==> src/rtl/i2c_tx_pkg.sv <==
// Package: shared types for the I2C master transmit controller.
// Assumes: one engine per package user; the encodings are internal only.
package i2c_tx_pkg;

    // Sequencer states of the transmit engine
    typedef enum logic [2:0] {
        ST_IDLE  = 3'd0,
        ST_START = 3'd1,
        ST_HOLD  = 3'd2,
        ST_BIT   = 3'd3,
        ST_ACK   = 3'd4,
        ST_STOP  = 3'd5
    } seq_state_t;

endpackage

==> src/rtl/i2c_tick_gen.sv <==
// Phase tick generator: emits one tick every (div_val+1) clocks while run is high.
// Assumes: div_val is held steady during a transfer; run low restarts the count.
module i2c_tick_gen #(
    parameter int DIV_W = 8
) (
    input  logic             clk,
    input  logic             rst_n,
    input  logic             run,
    input  logic [DIV_W-1:0] div_val,
    output logic             tick
);
    logic [DIV_W-1:0] cnt;

    // Count clocks within one SCL phase and wrap at the programmed limit
    always_ff @(posedge clk) begin
        if (!rst_n || !run) begin
            cnt <= '0;
        end else if (cnt >= div_val) begin
            cnt <= '0;
        end else begin
            cnt <= cnt + 1'b1;
        end
    end

    assign tick = run && (cnt >= div_val);
endmodule

==> src/rtl/i2c_tx_shifter.sv <==
// Transmit shift register: holds the frame byte and presents the next bit.
// Assumes: load and shift are never high together; order is fixed per frame.
module i2c_tx_shifter #(
    parameter int FRAME_W = 8
) (
    input  logic               clk,
    input  logic               rst_n,
    input  logic               load,
    input  logic               shift,
    input  logic               lsb_in,
    input  logic [FRAME_W-1:0] data_in,
    output logic               tx_bit
);
    logic [FRAME_W-1:0] sh;
    logic               lsb_mode;

    // Capture the byte and its order on load, then move one place per bit
    always_ff @(posedge clk) begin
        if (!rst_n) begin
            sh       <= '0;
            lsb_mode <= 1'b0;
        end else if (load) begin
            sh       <= data_in;
            lsb_mode <= lsb_in;
        end else if (shift) begin
            if (lsb_mode) begin
                sh <= {1'b0, sh[FRAME_W-1:1]};
            end else begin
                sh <= {sh[FRAME_W-2:0], 1'b0};
            end
        end
    end

    assign tx_bit = lsb_mode ? sh[0] : sh[FRAME_W-1];
endmodule

==> src/rtl/i2c_tx_seq.sv <==
// Transmit sequencer: start, data bits, acknowledge, wait and stop, plus host flags.
// Assumes: tick marks the end of an SCL phase; each bit is four phases
// (low, high, high, low); the line outputs decode from registered state.
module i2c_tx_seq
    import i2c_tx_pkg::*;
#(
    parameter int FRAME_W = 8,
    parameter int LEN_W   = 3
) (
    input  logic             clk,
    input  logic             rst_n,
    input  logic             enable,
    input  logic             tick,
    input  logic             req_start,
    input  logic             req_stop,
    input  logic             data_wr,
    input  logic             irq_clr,
    input  logic [LEN_W-1:0] bit_len,
    input  logic             lsb_first,
    input  logic             tx_bit,
    input  logic             scl_in,
    input  logic             sda_in,
    output logic             sh_load,
    output logic             sh_order,
    output logic             sh_shift,
    output logic             scl_oe,
    output logic             sda_oe,
    output logic             bus_busy,
    output logic             irq_flag,
    output logic             tx_ready,
    output logic             nack_flag
);
    localparam int CNT_W = $clog2(FRAME_W + 1);

    seq_state_t       state;
    logic [1:0]       phase;
    logic [CNT_W-1:0] bits_left;
    logic             first_frame;
    logic [CNT_W-1:0] frame_len;
    logic             ack_high;
    logic             take_data;

    // Data frames use the programmed length, where a zero field means a full byte
    assign frame_len = (bit_len == '0) ? CNT_W'(FRAME_W) : CNT_W'(bit_len);
    // An acknowledge counts only if SCL really reads high and SDA reads low
    assign ack_high  = sda_in || !scl_in;
    // A data write is taken only while waiting and not overridden by a stop
    assign take_data = (state == ST_HOLD) && !req_stop && data_wr;

    assign sh_load  = take_data;
    assign sh_order = first_frame ? 1'b0 : lsb_first;
    assign sh_shift = (state == ST_BIT) && tick && (phase == 2'd3) && (bits_left != 1);

    // Main sequencer with flag updates; event sets override a same-cycle clear
    always_ff @(posedge clk) begin
        if (!rst_n || !enable) begin
            state       <= ST_IDLE;
            phase       <= 2'd0;
            bits_left   <= '0;
            first_frame <= 1'b0;
            bus_busy    <= 1'b0;
            irq_flag    <= 1'b0;
            tx_ready    <= 1'b0;
            nack_flag   <= 1'b0;
        end else begin
            if (irq_clr) begin
                irq_flag <= 1'b0;
            end
            case (state)
                ST_IDLE: begin
                    if (req_start && !bus_busy) begin
                        state       <= ST_START;
                        phase       <= 2'd0;
                        bus_busy    <= 1'b1;
                        first_frame <= 1'b1;
                    end
                end
                ST_START: begin
                    if (tick) begin
                        if (phase == 2'd2) begin
                            state    <= ST_HOLD;
                            phase    <= 2'd0;
                            irq_flag <= 1'b1;
                            tx_ready <= 1'b1;
                        end else begin
                            phase <= phase + 2'd1;
                        end
                    end
                end
                ST_HOLD: begin
                    if (req_stop) begin
                        state    <= ST_STOP;
                        phase    <= 2'd0;
                        tx_ready <= 1'b0;
                    end else if (data_wr) begin
                        state       <= ST_BIT;
                        phase       <= 2'd0;
                        bits_left   <= first_frame ? CNT_W'(FRAME_W) : frame_len;
                        first_frame <= 1'b0;
                        tx_ready    <= 1'b0;
                        nack_flag   <= 1'b0;
                    end
                end
                ST_BIT: begin
                    if (tick) begin
                        if (phase == 2'd3) begin
                            phase <= 2'd0;
                            if (bits_left == 1) begin
                                state <= ST_ACK;
                            end else begin
                                bits_left <= bits_left - 1'b1;
                            end
                        end else begin
                            phase <= phase + 2'd1;
                        end
                    end
                end
                ST_ACK: begin
                    if (tick) begin
                        if (phase == 2'd2) begin
                            nack_flag <= ack_high;
                        end
                        if (phase == 2'd3) begin
                            state    <= ST_HOLD;
                            phase    <= 2'd0;
                            irq_flag <= 1'b1;
                            tx_ready <= 1'b1;
                        end else begin
                            phase <= phase + 2'd1;
                        end
                    end
                end
                ST_STOP: begin
                    if (tick) begin
                        if (phase == 2'd2) begin
                            state    <= ST_IDLE;
                            phase    <= 2'd0;
                            bus_busy <= 1'b0;
                            irq_flag <= 1'b1;
                        end else begin
                            phase <= phase + 2'd1;
                        end
                    end
                end
                default: begin
                    state <= ST_IDLE;
                end
            endcase
        end
    end

    // Decode the open-drain pull enables from state and phase
    always_comb begin
        scl_oe = 1'b0;
        sda_oe = 1'b0;
        case (state)
            ST_START: begin
                scl_oe = (phase == 2'd2);
                sda_oe = (phase != 2'd0);
            end
            ST_HOLD: begin
                scl_oe = 1'b1;
            end
            ST_BIT: begin
                scl_oe = (phase == 2'd0) || (phase == 2'd3);
                sda_oe = !tx_bit;
            end
            ST_ACK: begin
                scl_oe = (phase == 2'd0) || (phase == 2'd3);
            end
            ST_STOP: begin
                scl_oe = (phase == 2'd0);
                sda_oe = (phase != 2'd2);
            end
            default: begin
                scl_oe = 1'b0;
                sda_oe = 1'b0;
            end
        endcase
    end
endmodule

==> src/rtl/i2c_tx_master.sv <==
// Top: I2C master transmit controller with strobe/field host interface.
// Assumes: single master, no clock stretching; lines are open-drain and are
// read back through scl_in and sda_in.
module i2c_tx_master #(
    parameter int DIV_W   = 8,
    parameter int FRAME_W = 8,
    parameter int LEN_W   = 3
) (
    input  logic             clk,
    input  logic             rst_n,
    input  logic             enable,
    input  logic             mode_mtx,
    input  logic [LEN_W-1:0] bit_len,
    input  logic             lsb_first,
    input  logic             irq_en,
    input  logic [DIV_W-1:0] div_val,
    input  logic             cond_wr,
    input  logic             cond_busy,
    input  logic             cond_sel,
    input  logic             data_wr,
    input  logic [7:0]       data_in,
    input  logic             irq_clr,
    input  logic             scl_in,
    input  logic             sda_in,
    output logic             scl_oe,
    output logic             sda_oe,
    output logic             bus_busy,
    output logic             irq_flag,
    output logic             tx_ready,
    output logic             nack_flag,
    output logic             irq
);
    logic tick;
    logic req_start;
    logic req_stop;
    logic sh_load;
    logic sh_order;
    logic sh_shift;
    logic tx_bit;

    // A busy write with the select bit clear asks for start (1) or stop (0)
    assign req_start = cond_wr && cond_busy && !cond_sel && mode_mtx;
    assign req_stop  = cond_wr && !cond_busy && !cond_sel;

    i2c_tick_gen #(.DIV_W(DIV_W)) u_tick (
        .clk     (clk),
        .rst_n   (rst_n),
        .run     (enable),
        .div_val (div_val),
        .tick    (tick)
    );

    i2c_tx_shifter #(.FRAME_W(FRAME_W)) u_shift (
        .clk     (clk),
        .rst_n   (rst_n),
        .load    (sh_load),
        .shift   (sh_shift),
        .lsb_in  (sh_order),
        .data_in (data_in[FRAME_W-1:0]),
        .tx_bit  (tx_bit)
    );

    i2c_tx_seq #(.FRAME_W(FRAME_W), .LEN_W(LEN_W)) u_seq (
        .clk       (clk),
        .rst_n     (rst_n),
        .enable    (enable),
        .tick      (tick),
        .req_start (req_start),
        .req_stop  (req_stop),
        .data_wr   (data_wr),
        .irq_clr   (irq_clr),
        .bit_len   (bit_len),
        .lsb_first (lsb_first),
        .tx_bit    (tx_bit),
        .scl_in    (scl_in),
        .sda_in    (sda_in),
        .sh_load   (sh_load),
        .sh_order  (sh_order),
        .sh_shift  (sh_shift),
        .scl_oe    (scl_oe),
        .sda_oe    (sda_oe),
        .bus_busy  (bus_busy),
        .irq_flag  (irq_flag),
        .tx_ready  (tx_ready),
        .nack_flag (nack_flag)
    );

    // Interrupt output is gated by the host enable
    assign irq = irq_flag && irq_en;
endmodule

==> config.mk <==
export PLATFORM = sky130hd
export DESIGN_NAME = i2c_tx_master
export DESIGN_NICKNAME = d
export VERILOG_FILES = /design/src/rtl/i2c_tx_pkg.sv /design/src/rtl/i2c_tick_gen.sv /design/src/rtl/i2c_tx_shifter.sv /design/src/rtl/i2c_tx_seq.sv /design/src/rtl/i2c_tx_master.sv
export SDC_FILE = /design/constraint.sdc
export NUM_CORES = 1
export LEC_CHECK = 0
export BUFFER_PORTS_ARGS = -buffer_cell sky130_fd_sc_hd__buf_2
export CAP_MARGIN = 20
export CELL_PAD_IN_SITES_DETAIL_PLACEMENT = 0
export CELL_PAD_IN_SITES_GLOBAL_PLACEMENT = 2
export CORE_MARGIN = 10
export CORE_UTILIZATION = 35
export DETAILED_ROUTE_END_ITERATION = 12
export PLACE_DENSITY = 0.84
export REMOVE_ABC_BUFFERS = 1
export SLEW_MARGIN = 20
export SYNTH_ARGS = -nofsm -noshare
export SYNTH_HDL_FRONTEND = slang
export SYNTH_SLANG_ARGS = --single-unit
==> constraint.sdc <==
create_clock -name clk -period 5.2 [get_ports clk]
set_input_delay 1.04 -clock clk [delete_from_list [all_inputs] [get_ports clk]]
set_output_delay 1.04 -clock clk [all_outputs]
set_load 0.02 [all_outputs]
; ---- Word-level counts from Yosys, hierarchy flattened
; Index checks and enable logic that the tools add are counted.
[totals]
register_bits = 31
in_bits = 32
out_inout_bits = 7
wordCells = 145
[op_classes]
add_sub_neg = 3
magnitude_cmp = 1
n_eq_ne = 27
n_mux = 58
reduce_logical = 45
[ops]
columns = cell, n
row1 = $mux 3, 12
row2 = $mux 4, 7
row3 = $mux 8, 3
row4 = $ne 2x1->1 const B, 11
row5 = $mux 1, 19
row6 = $pmux 3 s6, 1
row7 = $mux 2, 7
row8 = $logic_and 1x1->1, 13
row9 = $ne 2x2->1 const B, 6
row10 = $reduce_and 6->1, 2
row11 = $reduce_bool 2->1, 6
row12 = $reduce_and 11->1, 1
row13 = $reduce_and 5->1, 2
row14 = $add 8x1->8 const B, 1
row15 = $ge 8x8->1, 1
row16 = $logic_not 1->1, 8
row17 = $pmux 1 s2, 4
row18 = $pmux 2 s4, 1
row19 = $pmux 4 s2, 1
row20 = $reduce_and 4->1, 2
row21 = $eq 3x2->1 const B, 2
row22 = $eq 3x3->1 const B, 2
row23 = $logic_not 3->1, 2
row24 = $pmux 1 s3, 2
row25 = other kinds (13), 18

; ---- Logic depth before layout (Yosys ltp)
; Gate-level depths: netlist of the first run.
[logic_depth]
word_depth = 7
ltp_mapped = 9

; ---- By module
; A second synthesis of the first run with hierarchy kept.
[unflattened]
cells_unflattened = 254
area_unflattened_um2 = 2147.1
[by_module_without_submodules]
columns = mod, instances, cells_per_inst, area_each_um2, seq_area_each_um2
row1 = i2c_tx_seq, 1, 141, 1128.6, 280.3
row2 = i2c_tick_gen, 1, 61, 506.7, 160.2
row3 = i2c_tx_shifter, 1, 49, 488.0, 180.2
row4 = i2c_tx_master, 1, 3, 23.8, 0.0

; ---- Worst setup path before layout of the first run
; OpenSTA, ideal clock, no wires.
[synth_path]
path_type = input to register
start = in div_val[1]
end = reg u_seq.tx_ready
setup_time_ns = 0.103
arrival_time_ns = 2.529
setup_slack_ns = 2.568
cell_stages = 8
path_buffers = 0
path_cell_list = inv_1 -> ha_1 -> nor2b_1 -> o211ai_1 -> a31o_4 -> a211oi_2 -> o22ai_1 -> a2111oi_2
[synth_between]
elab_chain_cells = 4
elab_cells_between_ends = 5
[synth_lines]
columns = item, line
row1 = from (decl), i2c_tx_master.sv:16  ; input logic [DIV_W-1:0] div_val,
row2 = $ge 8x8->1 *, i2c_tick_gen.sv:25  ; assign tick = run && (cnt >= div_val);
row3 = $logic_and 1x1->1 *, i2c_tick_gen.sv:25
row4 = $ne 2x1->1 (no line), --
row5 = $reduce_and 6->1 (no line) *, --
row6 = to (signal assigned), i2c_tx_seq.sv:63  ; tx_ready <= 1'b0;
row7 = to (signal assigned), i2c_tx_seq.sv:84  ; tx_ready <= 1'b1;
row8 = to (signal assigned), i2c_tx_seq.sv:94  ; tx_ready <= 1'b0;
row9 = to (decl), i2c_tx_seq.sv:30  ; output logic tx_ready,
; Every way passes the cells marked *; elsewhere a longest branch is shown, timed or not.
; A chain may end at the register's enable or synchronous reset.

; ---- Worst setup path in the final report of the first run
[layout_path]
start = in div_val[1]
end = reg u_seq.bits_left[0]
[layout_between]
elab_chain_cells = 4
[layout_lines]
columns = item, line
row1 = $ge 8x8->1, i2c_tick_gen.sv:25
row2 = $logic_and 1x1->1, i2c_tick_gen.sv:25
row3 = $ne 2x1->1 (no line), --
row4 = $reduce_and 6->1 (no line), --
row5 = to (signal assigned), i2c_tx_seq.sv:98  ; bits_left <= first_frame ? CNT_W'(FRAME_W) : frame_len;
row6 = to (signal assigned), i2c_tx_seq.sv:111  ; bits_left <= bits_left - 1'b1;
row7 = to (decl), i2c_tx_seq.sv:37  ; logic [CNT_W-1:0] bits_left;
; Every way passes these cells.

==> results of run 1 <==
## cell type report
type	count	area share, %
multi-input cells	217	57.24
flip-flops and latches	31	24.66
repair buffers	38	7.558
well taps	75	3.729
inverters	23	3.431
clock buffers	6	2.884
clock inverters	2	0.4973
## cell usage after synthesis (2+ instances only)
library cell,instances,share of area (%)
nand2_1,22,3.7
o211ai_1,5,1.7
mux2i_1,8,3.6
buf_4,2,0.68
a221oi_1,2,0.79
o21ai_0,12,2.7
a211oi_2,3,1.7
dfxtp_1,31,28
nand4b_1,2,0.79
nand4_1,2,0.56
nor3b_1,2,0.68
and3_1,3,0.85
buf_2,5,1.1
nand2b_1,3,0.85
o32ai_1,2,0.79
or3_1,3,0.85
o21ai_1,19,4.3
nand3b_1,3,1.0
xor2_1,4,1.6
a21oi_1,23,5.2
a31oi_1,4,1.1
ha_1,15,8.5
nor2b_1,4,1.1
a211oi_1,3,1.0
nor3_1,8,1.8
nor2_1,23,3.9
xnor2_1,2,0.79
clkbuf_1,7,1.2
nand3_1,14,3.2
inv_1,21,3.6
## where the power goes
group / switching, mW / total (mW) / internal [mW]
Combinational: 0.0204 / 0.0377 / 0.0173
Clock: 0.0998 / 0.193 / 0.0936
Sequential: 0.00202 / 0.241 / 0.239
Total: 0.122 / 0.472 / 0.349
## cells by family after synthesis
logic type / synth area share, %
compound gates: 29.06
simple gates: 21.44
buf+inv: 7.054
flops: 27.99
fa+ha+maj: 8.465
mux: 3.612
xor+xnor: 2.370
## final timing paths
kind / start / end / slack [ps] / depth (start not counted)
worst min register to register: u_tick.cnt[0]$_SDFF_PP0_ / u_tick.cnt[0]$_SDFF_PP0_ / 470 / 1
worst max-delay path: div_val[1] / u_seq.bits_left[0]$_SDFFE_PP0P_ / 2220 / 9
worst max register to register: u_seq.state[1]$_SDFFE_PP0P_ / u_seq.bits_left[2]$_SDFFE_PP0P_ / 2600 / 5
worst min-delay path: u_tick.cnt[0]$_SDFF_PP0_ / u_tick.cnt[0]$_SDFF_PP0_ / 470 / 1
## state kept, by name (all words and copies together) (netlist names), 2 cells and up
signal,flops
u_shift.sh,8
u_seq.state,3
u_tick.cnt,8
u_seq.bits_left,4
u_seq.phase,2
## critical path: cells and delay by family
family                   cells  cell delay (ps)
AO/OA/AOI/OAI                5             1590
adder cells (fa/ha/maj)      1              290
buffers and inverters        2              100
AND/OR/NAND/NOR              1              130
## per-layer routing
metal / vias up / routed length [um]
met3: 5 / 366
met2: 48 / 2577
met1: 963 / 2961
li1: 1101 / -
met5: - / 0
met4: 0 / 63
==> results by group, run 1 <==
GRT
  • Vias in the first global route: roughly 2k
  • Met3 Usage GRT: between 3 and 4%
  • Initial antenna violation count: 0
  • Gr usage total: 12.19%
  • First-pass GRT wire length: just over 10000 um
  • Largest net degree at the start of global routing: 26
  • M1 GR Usage: ~16%
  • GRT overflow: 0
  • Met2 usage: 18.09%
  • Most Used Layer, Global Route: met2

Clock tree
  • Clk root buf: clkbuf_8
  • Clk sinks: 31
  • Inserted Clock Buffers: 5
  • Post-CTS Hold Buffers: 0
  • Clk_lat worst skew: 290 ps
  • CTS clk-pin slew, worst paths: ~70 ps
  • CTS resizes: 0
  • # H-tree levels: 2
  • CTS tree: done
  • Longest Clk Path Bufs: 2
  • Post-CTS repair timing setup buffer count: 0

STA
  • Max-slew violation count: 0
  • FMAX: 335.6 MHz
  • Total negative slack: 0 ps
  • Final Skew: 5.673 ps
  • Final worst slack: 2220 ps
  • Period minus WS final: between 2000 and 3000 ps
  • Slew HR: 45.88%
  • Worst-margin pin slew: 806.4 ps
  • RSZ-0062 raised after global routing: false
  • Min Hold Slack: 473.5 ps
  • Final Hold Fails: 0
  • Period utilization: 57.30%
  • Final setup fails: 0

Logic synthesis
  • Avg Cell Area, Syn: 7.752 um2
  • Yosys Warn Count: 0
  • Async set-reset flop share out of synthesis: 0%
  • Top FF cell, synth: dfxtp_1
  • Synthesis-stage register bit count: 31
  • Post-Syn Area: around 0.0022 mm2
  • Sequential fraction of the synthesis area: approximately 28%
  • Post-synth EDFFs: 0
  • Synth cell types: 59
  • Mapped Cells: 286

Floorplan
  • Die area: between 0.009 and 0.01 mm2
  • Num ports: 39
  • Die span in x: 99.59 um
  • Cell row count: 28
  • Die height: 99.59 um
  • Initial Util: 36.79%
  • Core Box Area: between 0.006 and 0.007 mm2

Route
  • Wirelength per Cell: 15.23 um
  • Via count: 2117
  • WL final: 5969 um
  • DRC: 0
  • Routed Antenna Nets: 0
  • Starting DRT DRC Count: slightly above 100
  • Routed vias/inst: ~5.4
  • Drt pass-1 iters: 5

Job
  • Max-Cap Viols: 0

Placement
  • # placed instances: 384
  • Buffers added on ports: 38
  • Placed cell area: approximately 0.0024 mm2
  • Final Wtd Congestion: 0.7893
  • Pre-CTS worst setup slack: 1919 ps
  • Post-DP HPWL: 4568 um

Worst setup path
  • Worst path max stage delay: 670 ps
  • Setup crit start kind: input port
  • Crit Path Category: input port to flip-flop
  • WP data required: ~5400 ps
  • Crit-path max FO: 11
  • Crit-path cells: buf_2 > inv_1 > ha_1 > nor2b_1 > o211ai_1 > a31oi_2 > o21ai_1 > a22oi_1 > o221a_1
  • CP max stage cell: o21ai_1
  • Crit end category: flip-flop
  • Data arrival time of the worst path: roughly 3200 ps

Layout
  • Share of cells above drive strength 1: 17.67%
  • Reg area: 620.6 um2
  • Final nets: 363
  • ANT cells: 0
  • Most frequent cells in the layout: buf_2, dfxtp_1, nor2_1, a21oi_1, nand2_1
  • Final instance area: 0.002516 mm2
  • Core Util, Final: 41.76%
  • Multi-input logic area: 0.001440 mm2
  • Area delta synth->final: 13.49%
  • Commonest non-fill, non-tap cell in the layout: buf_2
  • # fillers: 659
  • Final std cells w/o fill: a little under 400

Power
  • Pwr dens: approximately 190 mW/mm2
  • LEAKAGE: 0.9249 nW
  • Worst VDD drop: 0.1236 mV
  • Final Power: 471.7 uW

Run status
  • Outcome: finished clean

Min path
  • Tightest Hold Check Type: flip-flop to flip-flop
(Power assumes the default switching activity.)
==> inputs of run 2 (changes only) <==
Settings changed: CORE_UTILIZATION 35 to 29, PLACE_DENSITY 0.84 to 0.74.
Clock period 5.2 ns to 2.6 ns, I/O delays scaled along.
==> results by group, run 2 (same netlist as run 1, synthesis figures left out) <==
Worst setup path
  • Setup crit start kind: flip-flop
  • WP data required: approximately 2100 ps
  • Critical R2R Launch: u_tick.cnt[0]$_SDFF_PP0_
  • Reg2Reg Capture Point: u_seq.bits_left[3]$_SDFFE_PP0P_
  • Crit Path Category: flip-flop to primary output
  • Reg2Reg Depth: 9
  • Crit end category: primary output
  • Crit-path max FO: 18
  • R2r setup slk: approximately 440 ps
  • Data arrival time of the worst path: approximately 1800 ps

Layout
  • Final instance area: 0.002620 mm2
  • Commonest non-fill, non-tap cell in the layout: buf_2
  • # fillers: about 800
  • Multi-input logic area: 0.001440 mm2
  • Final nets: 373
  • Reg area: 620.6 um2
  • Registers with the most flip-flops: u_shift.sh x8, u_tick.cnt x8, u_seq.bits_left x4
  • Area delta synth->final: 18.17%
  • ANT cells: 0
  • Most frequent cells in the layout: buf_2, dfxtp_1, nor2_1, a21oi_1, nand2_1
  • Final std cells w/o fill: 426
  • Share of cells above drive strength 1: slightly above 20%

Placement
  • Buffers added on ports: 38
  • Post-DP HPWL: 4777 um
  • # placed instances: roughly 420
  • Placed cell area: 0.002536 mm2
  • Final Wtd Congestion: 0.7734

STA
  • Worst-margin pin slew: 747.3 ps
  • Final Skew: 12.18 ps
  • Period utilization: 88.46%
  • FMAX: 434.8 MHz
  • RSZ-0062 raised after global routing: false
  • Period minus WS final: 2300 ps
  • Final Hold Fails: 0
  • Slew HR: 50.14%
  • Max-slew violation count: 0
  • Total negative slack: 0 ps
  • Min Hold Slack: slightly below 500 ps
  • Final setup fails: 0

Power
  • LEAKAGE: around 0.98 nW
  • Pwr dens: 353.2 mW/mm2
  • Worst VDD drop: approximately 0.24 mV
  • Final Power: 925.4 uW

GRT
  • GRT overflow: 0
  • Largest net degree at the start of global routing: 23
  • First-pass GRT wire length: 10610 um
  • Gr usage total: 10.92%
  • Vias in the first global route: 2123
  • Initial antenna violation count: 0

Floorplan
  • Num ports: 39
  • Core Box Area: 0.007331 mm2
  • Die area: 0.01154 mm2
  • Die span in x: 107.4 um
  • Initial Util: between 30% and 40%
  • Cell row count: 31
  • Die height: 107.4 um

Route
  • Routed vias/inst: 4.995
  • DRC: 0
  • Wirelength per Cell: 14.66 um
  • Via count: 2128
  • Drt pass-1 iters: 4
  • Routed Antenna Nets: 0
  • WL final: 6247 um
  • Starting DRT DRC Count: 89

Clock tree
  • Post-CTS Hold Buffers: 0
  • Clk_lat worst skew: around 280 ps
  • Clk sinks: 31
  • CTS tree: done
  • CTS clk-pin slew, worst paths: around 70 ps
  • # H-tree levels: 2
  • Longest Clk Path Bufs: 2
  • Clk root buf: clkbuf_8
  • Post-CTS repair timing setup buffer count: 0
  • CTS resizes: 0
  • Inserted Clock Buffers: 5

Min path
  • Hold Crit Depth: 2
  • Hold path startpoint: u_shift.sh[1]$_SDFFE_PN0P_
  • Min-Delay Endpoint: u_shift.sh[1]$_SDFFE_PN0P_
  • Tightest Hold Check Type: flip-flop to flip-flop

Job
  • Max-Cap Viols: 0

Run status
  • Outcome: finished clean
run 2: report_power, final:
| group | switching (mW) | internal, mW | total (mW) |
|---|---|---|---|
| clock network | 0.185 | 0.183 | 0.368 |
| logic | 0.0416 | 0.0349 | 0.0765 |
| registers | 0.00396 | 0.477 | 0.481 |
run 2: stage by stage:
stage | utilization [%] | setup WS [ps]
detailed placement | 34.60 | 185.8
global placement | 34.60 | 202.5
finish | 35.74 | 300.0
CTS | 35.74 | 303.1
floorplan | - | 253.1
global route | 35.74 | 126.2
run 2: worst max path at each step:
| stage | start | endpoint | cells after the start |
|---|---|---|---|
| floorplan | div_val[2] | u_seq.bits_left[0]$_SDFFE_PP0P_ | 8 |
| global placement | div_val[1] | u_seq.bits_left[3]$_SDFFE_PP0P_ | 10 |
| detailed placement | div_val[1] | u_seq.bits_left[3]$_SDFFE_PP0P_ | 10 |
| CTS | u_seq.state[2]$_SDFFE_PP0P_ | scl_oe | 4 |
| global route | u_seq.state[2]$_SDFFE_PP0P_ | sda_oe | 6 |
| finish | u_seq.state[2]$_SDFFE_PP0P_ | scl_oe | 4 |
run 2: cell type report:
class / instances / area share (%)
Clock buffer: 5 / 2.627
Inverter: 23 / 3.295
Clock inverter: 3 / 0.5731
Timing Repair Buffer: 48 / 10.12
Multi-Input combinational cell: 217 / 54.97
Tap cell: 99 / 4.728
Sequential cell: 31 / 23.69
run 2: metal layers:
layer	vias up	part of all wire [%]	routed length (um)	global-route usage, %
met5	-	0	0	0
met4	0	0.64	40	2.672
met3	4	6.4	397	3.114
met2	52	44	2725	17.02
met1	950	49	3085	14.46
li1	1122	-	-	-
run 2: worst max-delay path: stages (launching register included):
cell	delay, ps
dfxtp_1	720
nand2_1	240
o22a_1	210
o21ai_0	140
buf_2	190
